===== src/rtl/sclk_pkg.sv =====
package sclk_pkg;

  localparam int RATE_W = 3;

  // Control to datapath strobes
  typedef struct packed {
    logic hold;     // port idle: force pad high, clear divider
    logic tickGo;   // internal mode, active, prescaler tick present
    logic extMode;  // external clock path selected
  } sclk_ctl_t;

  // Sparse exponent map; codes above 4 saturate to the slowest rate
  function automatic int unsigned rateExp(input logic [RATE_W-1:0] code);
    case (code)
      3'd0:    return 1;
      3'd1:    return 2;
      3'd2:    return 4;
      3'd3:    return 5;
      default: return 6;
    endcase
  endfunction

endpackage


===== src/rtl/sclk_ctrl.sv =====
module sclk_ctrl
  import sclk_pkg::*;
#(
  parameter int CNT_W = 5
) (
  input  logic              clk,
  input  logic              rstN,
  input  logic              tickEn,
  input  logic              cfgWr,
  input  logic [RATE_W-1:0] cfgRateSel,
  input  logic              cfgExtSel,
  input  logic              cfgOutEn,
  input  logic              busy,
  output sclk_ctl_t         ctl,
  output logic [CNT_W-1:0]  halfLast,
  output logic              padOe
);

  logic [RATE_W-1:0] rateQ;
  logic              extQ;
  logic              oeQ;
  logic [CNT_W:0]    halfCount;
  logic [CNT_W:0]    halfMinus;

  // Configuration accepted only while idle
  always_ff @(posedge clk) begin
    if (!rstN) begin
      rateQ <= '0;
      extQ  <= 1'b0;
      oeQ   <= 1'b0;
    end else if (cfgWr && !busy) begin
      rateQ <= cfgRateSel;
      extQ  <= cfgExtSel;
      oeQ   <= cfgOutEn;
    end
  end

  always_comb begin
    halfCount = (CNT_W+1)'(1) << (rateExp(rateQ) - 1);
    halfMinus = halfCount - (CNT_W+1)'(1);
    halfLast  = halfMinus[CNT_W-1:0];
  end

  always_comb begin
    ctl.hold    = ~busy;
    ctl.tickGo  = busy & tickEn & ~extQ;
    ctl.extMode = extQ;
  end

  assign padOe = oeQ & ~extQ;

endmodule


===== src/rtl/sclk_dp.sv =====
module sclk_dp
  import sclk_pkg::*;
#(
  parameter int CNT_W       = 5,
  parameter int SYNC_STAGES = 2
) (
  input  logic             clk,
  input  logic             rstN,
  input  sclk_ctl_t        ctl,
  input  logic [CNT_W-1:0] halfLast,
  input  logic             padIn,
  output logic             sckOut,
  output logic             shiftStb,
  output logic             sampleStb
);

  localparam int SYNC_TOP = SYNC_STAGES;

  logic [CNT_W-1:0]  cnt;
  logic              sckQ;
  logic              shiftQ;
  logic              sampleQ;
  logic [SYNC_TOP:0] syncQ;   // [SYNC_TOP-1] synchronized, [SYNC_TOP] previous
  logic              extFall;
  logic              extRise;

  // Synchronizer chain, idles high like the clock line
  always_ff @(posedge clk) begin
    if (!rstN) syncQ <= '1;
    else       syncQ <= {syncQ[SYNC_TOP-1:0], padIn};
  end

  assign extFall = syncQ[SYNC_TOP] & ~syncQ[SYNC_TOP-1];
  assign extRise = ~syncQ[SYNC_TOP] & syncQ[SYNC_TOP-1];

  always_ff @(posedge clk) begin
    if (!rstN) begin
      cnt     <= '0;
      sckQ    <= 1'b1;
      shiftQ  <= 1'b0;
      sampleQ <= 1'b0;
    end else begin
      shiftQ  <= 1'b0;
      sampleQ <= 1'b0;
      if (ctl.hold) begin
        cnt  <= '0;
        sckQ <= 1'b1;
      end else if (ctl.extMode) begin
        shiftQ  <= extFall;
        sampleQ <= extRise;
      end else if (ctl.tickGo) begin
        if (cnt == halfLast) begin
          cnt     <= '0;
          sckQ    <= ~sckQ;
          shiftQ  <= sckQ;
          sampleQ <= ~sckQ;
        end else begin
          cnt <= cnt + 1'b1;
        end
      end
    end
  end

  assign sckOut    = sckQ;
  assign shiftStb  = shiftQ;
  assign sampleStb = sampleQ;

endmodule


===== src/rtl/shift_clk_gen.sv =====
module shift_clk_gen
  import sclk_pkg::*;
#(
  parameter int MAX_EXP     = 6,
  parameter int SYNC_STAGES = 2
) (
  input  logic       clk,
  input  logic       rstN,
  input  logic       tickEn,
  input  logic       cfgWr,
  input  logic [2:0] cfgRateSel,
  input  logic       cfgExtSel,
  input  logic       cfgOutEn,
  input  logic       busy,
  input  logic       padIn,
  output logic       padOut,
  output logic       padOe,
  output logic       shiftStb,
  output logic       sampleStb
);

  localparam int CNT_W = MAX_EXP - 1;

  sclk_ctl_t        ctl;
  logic [CNT_W-1:0] halfLast;

  sclk_ctrl #(.CNT_W(CNT_W)) uCtrl (
    .clk       (clk),
    .rstN      (rstN),
    .tickEn    (tickEn),
    .cfgWr     (cfgWr),
    .cfgRateSel(cfgRateSel),
    .cfgExtSel (cfgExtSel),
    .cfgOutEn  (cfgOutEn),
    .busy      (busy),
    .ctl       (ctl),
    .halfLast  (halfLast),
    .padOe     (padOe)
  );

  sclk_dp #(.CNT_W(CNT_W), .SYNC_STAGES(SYNC_STAGES)) uDp (
    .clk      (clk),
    .rstN     (rstN),
    .ctl      (ctl),
    .halfLast (halfLast),
    .padIn    (padIn),
    .sckOut   (padOut),
    .shiftStb (shiftStb),
    .sampleStb(sampleStb)
  );

endmodule


===== config.mk =====
export PLATFORM = sky130hd
export DESIGN_NAME = shift_clk_gen
export DESIGN_NICKNAME = d
export VERILOG_FILES = /design/src/rtl/sclk_pkg.sv /design/src/rtl/sclk_ctrl.sv /design/src/rtl/sclk_dp.sv /design/src/rtl/shift_clk_gen.sv
export SDC_FILE = /design/constraint.sdc
export NUM_CORES = 1
export LEC_CHECK = 0
export CORE_MARGIN = 1
export CORE_UTILIZATION = 64
export DETAILED_ROUTE_END_ITERATION = 8
export DONT_BUFFER_PORTS = 1
export HOLD_SLACK_MARGIN = 0.02
export PLACE_DENSITY = 0.8
export REMOVE_ABC_BUFFERS = 1
export SKIP_CTS_REPAIR_TIMING = 1
export SLEW_MARGIN = 20
export SYNTH_ARGS = -nofsm -noshare
export SYNTH_HDL_FRONTEND = slang
export SYNTH_SLANG_ARGS = --single-unit

===== constraint.sdc =====
create_clock -name clk -period 5.05 [get_ports clk]
set_input_delay 0.2525 -clock clk [delete_from_list [all_inputs] [get_ports clk]]
set_output_delay 0.2525 -clock clk [all_outputs]
set_load 0.1 [all_outputs]

==> results of run 1 <==
==> placed cells by master (no fill, tap or decap), drive strengths merged, types with 3 or more instances in the layout <==
cell    netlist  final
mux2i         6      6
dfxtp        16     16
nand2         6      6
nor2b         7      7
nor2          4      4
inv           5      5
nand2b        5      5
o21ai         8      8
a21oi         4      4
or2           3      3
or3           4      4
nand3        10     10
clkbuf        2      4
==> sequential cells by signal, indices dropped and copies added, names as in the netlist <==
| register | flops |
|---|---|
| uDp.syncQ | 3 |
| uDp.sampleStb | 1 |
| uDp.sckOut | 1 |
| uCtrl.rateQ | 3 |
| uCtrl.oeQ | 1 |
| uDp.shiftStb | 1 |
| uCtrl.extQ | 1 |
| uDp.cnt | 5 |
==> final timing paths <==
| check | startpoint | depth (start not counted) | to |
|---|---|---|---|
| hold reg to reg | uDp.syncQ[0] | 1 | uDp.syncQ[1] |
| hold / removal | rstN | 1 | uDp.syncQ[1] |
| setup reg to reg | uCtrl.rateQ[1] | 8 | uDp.cnt[4] |
| setup / recovery | uCtrl.rateQ[1] | 8 | uDp.cnt[4] |
==> per-stage QoR <==
stage	hold WS, ns	area [um2]	setup slack (ns)	instances	utilization [%]
final	0.0447	876	2.62	114	74.8
after global routing	0.0222	876	2.44	114	74.8
after CTS	0.0329	866	2.63	113	73.9
after detailed placement	0.333	830	2.64	109	70.8
after global placement	0.326	830	2.72	109	70.8
after floorplan	0.326	810	2.84	95	-
==> kinds of logic (layout without fill, tap and decap cells) <==
| family | after synthesis | after routing | synth area share [%] |
|---|---|---|---|
| muxes | 6 | 6 | 7.08 |
| xor gates and xnor gates | 1 | 1 | 1.03 |
| DFF | 16 | 16 | 37.8 |
| AOI/OAI and AO/OA | 17 | 17 | 12.5 |
| adders and majority gates | 2 | 2 | 2.95 |
| and+or+nand+nor | 48 | 48 | 31.9 |
| buffers and inverters | 11 | 10 | 6.78 |
==> Yosys cell counts (all sizes together) <==
library cell,instances
a211o,1
a21oi,4
and2,1
and4,2
buf,4
clkbuf,2
dfxtp,16
ha,2
inv,5
mux2i,6
nand2,6
nand2b,5
nand3,10
nand4,1
nand4b,1
nor2,4
nor2b,7
nor3,2
nor3b,1
o21a,1
o21ai,8
o21bai,1
o22ai,1
o32ai,1
or2,3
or3,4
or4,1
xnor2,1
==> where the power goes <==
group / switching [mW] / internal, mW
combinational: 0.0219 / 0.0160
clock: 0.0400 / 0.0439
sequential: 0.00799 / 0.130
total: 0.0699 / 0.190
==> final cells by class <==
cell class | instances | share of cell area [%]
clock buffer | 4 | 4.14
timing repair buffer | 1 | 1.14
sequential | 16 | 36.6
multi-input combinational | 74 | 54.0
inverter | 5 | 2.14
tap | 14 | 2.00
==> critical path, stage by stage (launching register included) <==
cell      delay [ns]
dfxtp_1         0.46
xnor2_1         0.15
nand2b_1        0.08
ha_1            0.32
o21bai_1        0.16
mux2i_1         0.11
o21a_1          0.20
or4_1           0.62
and4_1          0.23
==> metal layers <==
metal,part of all wire (%),GRT usage (%)
met1,45,30.6
met2,50,43.2
met3,5.3,9.30
met4,0,7.76
met5,0,0
==> key figures, run 1 <==
Floorplanning
  • Ports: 15
  • Core region area: 1170 um2
  • DIE AREA: 1470 um2
  • Starting Density: 72.4%
  • Cell row count: 12
  • Width of the die: 38.4 um
  • Die H: 38.4 um

Layout
  • Area of the multi-input gates: 473 um2
  • FILL cells: 89
  • Final #Nets: 114
  • ANT cells: 0
  • Share of cells above drive strength 1: 8.00%
  • Area delta synth->final: 3.24%
  • Reg area: 320 um2

Clock network
  • Clock root buffer master: clkbuf_4
  • H-tree Lvls: 1
  • Sink Count: 16
  • Total CTS buffers: 3
  • Latest clock arrival within the worst-skew pair: 0.29 ns
  • Clk pin slew, worst setup/hold paths: 0.10 ns
  • Deepest clock path buffer count: 2
  • CTS tree: built

Route
  • Routed WL per cell: 13.1 um
  • DRT iter0 DRCs: 14
  • Remaining DRCs: 0
  • DR vias/cell: 6.00
  • Antenna Nets Post-Route: 0
  • Initial DRT Pass Iterations: 6
  • Via count: 684
  • Total Wirelength: 1.50 mm

Worst setup path
  • Reg2Reg Setup Slack: 2.62 ns
  • Critical path capture point type: flip-flop
  • Startpoint types: flip-flop
  • Req. time, crit path: 5.24 ns
  • CP max FO: 8
  • Type of the worst setup path: reg2reg
  • Critical Path AT: 2.62 ns

Pwr
  • P per Cell Area: 296 nW/um2
  • Total chip power: 0.260 mW
  • Leak: 0.319 nW
  • VDD IR-drop max: 0.197 mV

Global routing
  • Antenna violations before repair: 0
  • Number of global-route vias before repair: 622
  • GRT Total Usage: 25.8%
  • Global-route wire length before repair: 2.54 mm
  • GRT overflow: 0
  • Largest net degree at the start of global routing: 11

Placed design
  • DP HPWL: 1.16 mm
  • Routability cong.: 0.852
  • IO buf count: 0

STA
  • Least-Margin Pin Slew: 1.05 ns
  • Setup_tns: 0 ns
  • Final worst-path cycle share: 48.1%
  • Fmax: 411 MHz
  • Final setup fails: 0
  • Relative slew slack: 29.5%
  • RSZ-0062 raised after global routing: no
  • Worst Skew: 0.00810 ns
  • Min Tclk post-route: 2.43 ns
  • Max-slew violations: 0
  • Final hold violation count: 0

Outcome
  • Status: complete, no violations

Yosys
  • Syn. warnings: 0
  • Yosys top cell area share: 37.8%
  • Synth area leader: dfxtp_1
  • Synth Instances: 101
  • Avg Inst Size Synth: 8.40 um2
  • Yosys cell types: 32
  • Top post-synthesis cells by area: dfxtp_1 (38%), mux2i_1 (7.1%), nand3_1 (5.9%)
  • Synth Cell Area: 848 um2
  • Yosys reg bits: 16
  • Sequential cell area fraction in the yosys report: 37.8%

Worst hold path
  • Classification of the worst-slack hold path: in2reg

Run
  • Max-cap violations: 0
Note: power is estimated with default switching activity, not from simulation.
==> run 2: changes to the inputs <==
Settings changed: CORE_UTILIZATION 64 to 59, PLACE_DENSITY 0.8 to 0.75.
Clock period 5.05 ns to 2.5 ns, I/O delays scaled along.
==> key figures, run 2 (synthesis gave the netlist of run 1 again) <==
Layout
  • Commonest non-fill, non-tap cell in the layout: dfxtp_1
  • Largest register by flop count: uDp.cnt
  • Final #Nets: 118
  • Top Registers: uDp.cnt: 5 flops, uCtrl.rateQ: 3 flops, uDp.syncQ: 3 flops
  • Final Non-Filler Cells: 118
  • Most frequent cells in the layout: dfxtp_1 (15), nand3_1 (10)
  • Share of cells above drive strength 1: 9.71%
  • ANT cells: 0
  • Area delta synth->final: 6.05%
  • Largest register FFs: 5

STA
  • Max-slew violations: 0
  • Fmax: 417 MHz
  • Final setup fails: 0
  • Least-Margin Pin Slew: 0.937 ns
  • Worst Skew: 0.00356 ns
  • Min Tclk post-route: 2.40 ns
  • Setup_tns: 0 ns
  • Relative slew slack: 37.5%
  • Final worst-path cycle share: 95.9%
  • RSZ-0062 raised after global routing: no
  • Final hold violation count: 0
  • Hold slack: 0.00353 ns

Route
  • Initial DRT Pass Iterations: 4
  • Remaining DRCs: 0
  • DR vias/cell: 5.75
  • Via count: 678
  • Routed WL per cell: 13.0 um
  • Total Wirelength: 1.54 mm
  • DRT iter0 DRCs: 12
  • Antenna Nets Post-Route: 0

Global routing
  • Number of global-route vias before repair: 545
  • Global-route wire length before repair: 2.22 mm
  • GRT Total Usage: 21.6%
  • Antenna violations before repair: 0
  • GRT overflow: 0
  • Largest net degree at the start of global routing: 11

Worst setup path
  • CP Cell Sequence: xnor2_1, nand2b_1, ha_1, o21bai_1, mux2i_1, o21a_1, or4_1, and4_1
  • Critical-path top delay cell: or4_1
  • Critical Path AT: 2.58 ns
  • Critical path buffers and inverters: 0
  • Critical path capture point type: flip-flop
  • CP max FO: 6
  • Crit-path max cell delay: 0.65 ns
  • CP delay by family, top: simple AND/OR/NAND/NOR gates
  • Req. time, crit path: 2.69 ns
  • Startpoint types: flip-flop
  • Type of the worst setup path: reg2reg

Outcome
  • Status: complete, no violations

Placed design
  • DP HPWL: 1.10 mm
  • IO buf count: 0
  • Placed instance count: 112
  • Routability cong.: 0.758

Clock network
  • CTS tree: built
  • Clk pin slew, worst setup/hold paths: 0.09 ns
  • Clock root buffer master: clkbuf_4
  • Latest clock arrival within the worst-skew pair: 0.29 ns
  • Sink Count: 16
  • H-tree Lvls: 1
  • Deepest clock path buffer count: 2
  • Total CTS buffers: 3

Floorplanning
  • Ports: 15
  • Die H: 39.9 um
  • Width of the die: 39.9 um
  • DIE AREA: 1590 um2
  • Cell row count: 13
  • Core region area: 1320 um2
  • Starting Density: 64.4%

Pwr
  • VDD IR-drop max: 0.405 mV
  • Leak: 0.330 nW
  • P per Cell Area: 549 nW/um2

Run
  • Max-cap violations: 0

Worst hold path
  • Classification of the worst-slack hold path: in2reg
## run 2: cell count changes in the layout (fill, tap and decap cells not counted)
cell           delta
clkbuf_8          -1
buf_4             +2
dlygate4sd3_1     +2
dfxtp_1           -1
dfxtp_2           +1
## run 2: path summary, 6_finish.rpt
path	startpoint	end	slack, ns	depth (start not counted)
setup reg to reg	uCtrl.rateQ[0]	uDp.cnt[4]	0.10	8
hold / removal	cfgRateSel[1]	uCtrl.rateQ[1]	0.004	2
hold reg to reg	uDp.syncQ[0]	uDp.syncQ[1]	0.42	1
setup / recovery	uCtrl.rateQ[0]	uDp.cnt[4]	0.10	8
## run 2: layer usage
metal  track usage, %  vias up  part of all wire [%]
li1                 -      356                     -
met1             29.2      304                    48
met2             30.6       13                    47
met3             5.11        5                   3.0
met4             12.9        0                   2.0
met5                0        -                     0
## run 2: final cells by class
cell class	instances	area, um2
Multi-Input combinational cell	74	473
Tap cell	15	18.8
Inverter	5	18.8
Clock buffer	3	22.5
Timing Repair Buffer	5	45.0
Fill cell	105	418
Sequential cell	16	322
## run 2: stage by stage
| step | util [%] | cell area [um2] | total power, mW | setup slack (ns) |
|---|---|---|---|---|
| global route | 68.3 | 900 | 0.512 | 0.0138 |
| detailed placement | 64.2 | 846 | 0.359 | 0.112 |
| global placement | 64.2 | 846 | 0.356 | 0.170 |
| floorplan | - | 810 | 0.344 | 0.291 |
| CTS | 65.9 | 868 | 0.487 | 0.101 |
| finish | 68.3 | 900 | 0.494 | 0.103 |
## run 2: where the power goes
part / internal, mW / leakage, nW / switching, mW
logic: 0.0358 / 0.186 / 0.0486
clock network: 0.0560 / 0.0138 / 0.0792
registers: 0.262 / 0.131 / 0.0117
total: 0.354 / 0.330 / 0.139
==> run 3: changes to the inputs <==
Settings changed: CORE_MARGIN 1 to unset, REMOVE_ABC_BUFFERS 1 to unset.
==> key figures, run 3 (synthesis gave the netlist of run 1 again) <==
Worst setup path
  • Type of the worst setup path: reg2reg
  • Req. time, crit path: 2.69 ns
  • CP max FO: 6
  • Crit-path max cell delay: 0.64 ns
  • Critical path capture point type: flip-flop
  • Startpoint types: flip-flop
  • Critical-path top delay cell: or4_1
  • CP Cell Sequence: xnor2_1, nand2b_1, ha_1, o21bai_1, mux2i_1, o21a_1, or4_1, and4_1
  • Critical Path AT: 2.56 ns
  • Reg2Reg Depth: 8

Pwr
  • P per Cell Area: 542 nW/um2
  • Total chip power: 0.498 mW
  • VDD IR-drop max: 0.368 mV
  • Leak: 0.339 nW

STA
  • Worst Skew: 0.00391 ns
  • Final worst-path cycle share: 94.9%
  • Min Tclk post-route: 2.37 ns
  • Fmax: 422 MHz
  • Least-Margin Pin Slew: 0.965 ns
  • Relative slew slack: 35.6%
  • Hold slack: 0.00354 ns
  • Final setup fails: 0
  • Final hold violation count: 0
  • Setup_tns: 0 ns
  • RSZ-0062 raised after global routing: no
  • Max-slew violations: 0

Clock network
  • Latest clock arrival within the worst-skew pair: 0.29 ns
  • Total CTS buffers: 3
  • Clock root buffer master: clkbuf_4
  • Deepest clock path buffer count: 2
  • H-tree Lvls: 1
  • Clk pin slew, worst setup/hold paths: 0.09 ns
  • CTS tree: built
  • Sink Count: 16

Worst hold path
  • Hold Path Depth: 2
  • Classification of the worst-slack hold path: in2reg

Route
  • DRT iter0 DRCs: 12
  • Via count: 674
  • Initial DRT Pass Iterations: 4
  • Antenna Nets Post-Route: 0
  • Total Wirelength: 1.63 mm
  • Routed WL per cell: 13.6 um
  • Remaining DRCs: 0
  • DR vias/cell: 5.62

Global routing
  • Met3 Track Usage GR: 5.68%
  • GRT met1 Usage: 30.1%
  • Largest net degree at the start of global routing: 11
  • Number of global-route vias before repair: 598
  • Met2 Use GR: 33.5%
  • GRT Total Usage: 22.9%
  • Antenna violations before repair: 0
  • Global-route wire length before repair: 2.39 mm
  • GRT overflow: 0
  • GRT busiest layer: met2

Layout
  • Share of cells above drive strength 1: 9.52%
  • Top Registers: uDp.cnt: 5 flops, uCtrl.rateQ: 3 flops, uDp.syncQ: 3 flops
  • Commonest non-fill, non-tap cell in the layout: dfxtp_1
  • ANT cells: 0
  • Most frequent cells in the layout: dfxtp_1 (15), nand3_1 (10)
  • Area delta synth->final: 8.41%
  • Final #Nets: 120
  • Largest register by flop count: uDp.cnt
  • Largest register FFs: 5

Floorplanning
  • Starting Density: 64.4%
  • Cell row count: 13
  • DIE AREA: 1590 um2
  • Die H: 39.9 um
  • Width of the die: 39.9 um
  • Core region area: 1320 um2
  • Ports: 15

Placed design
  • DP HPWL: 1.09 mm
  • IO buf count: 0
  • Routability cong.: 0.782

Yosys
  • Syn_nets: 114

Run
  • Max-cap violations: 0

Outcome
  • Status: complete, no violations
## run 3: cell count changes in the layout (fill, tap and decap cells not counted), sizes merged
cell / delta
dlygate4sd3: +2
## run 3: critical path: cells and delay by family, from the launching register on
family                   cells  cell delay (ns)
XOR/XNOR                     1             0.14
multiplexers                 1             0.10
adder cells (fa/ha/maj)      1             0.31
flip-flops                   1             0.45
AND/OR/NAND/NOR              3             0.95
AO/OA/AOI/OAI                2             0.33
## run 3: path summary, 6_finish.rpt
path | start | end | slack [ns]
worst max register to register | uCtrl.rateQ[0] | uDp.cnt[4] | 0.13
worst min-delay path | cfgRateSel[1] | uCtrl.rateQ[1] | 0.004
worst min register to register | uDp.syncQ[0] | uDp.syncQ[1] | 0.42
worst max-delay path | uCtrl.rateQ[0] | uDp.cnt[4] | 0.13
## run 3: stage by stage
stage / instance area [um2] / std cells / setup slack (ns) / utilization (%)
finish: 920 / 120 / 0.128 / 69.8
detailed placement: 846 / 112 / 0.128 / 64.2
floorplan: 848 / 101 / 0.306 / -
CTS: 868 / 115 / 0.113 / 65.9
global route: 920 / 120 / 0.0475 / 69.8
global placement: 846 / 112 / 0.165 / 64.2
## run 3: report_power, final
part	internal [mW]	total (mW)	switching (mW)
Combinational	0.0378	0.0875	0.0497
Sequential	0.262	0.274	0.0119
Clock	0.0561	0.137	0.0805
Total	0.356	0.498	0.142
## run 3: layout make-up
type	count	area [um2]
Inverter	5	18.8
Tap cell	15	18.8
Fill cell	102	398
Sequential cell	16	322
Timing Repair Buffer	7	65.1
Clock buffer	3	22.5
Multi-Input combinational cell	74	473
## run 3: layer usage
layer	routed length, um	vias up
li1	-	359
met1	775	291
met2	745	19
met3	63	5
met4	46	0
met5	0	-
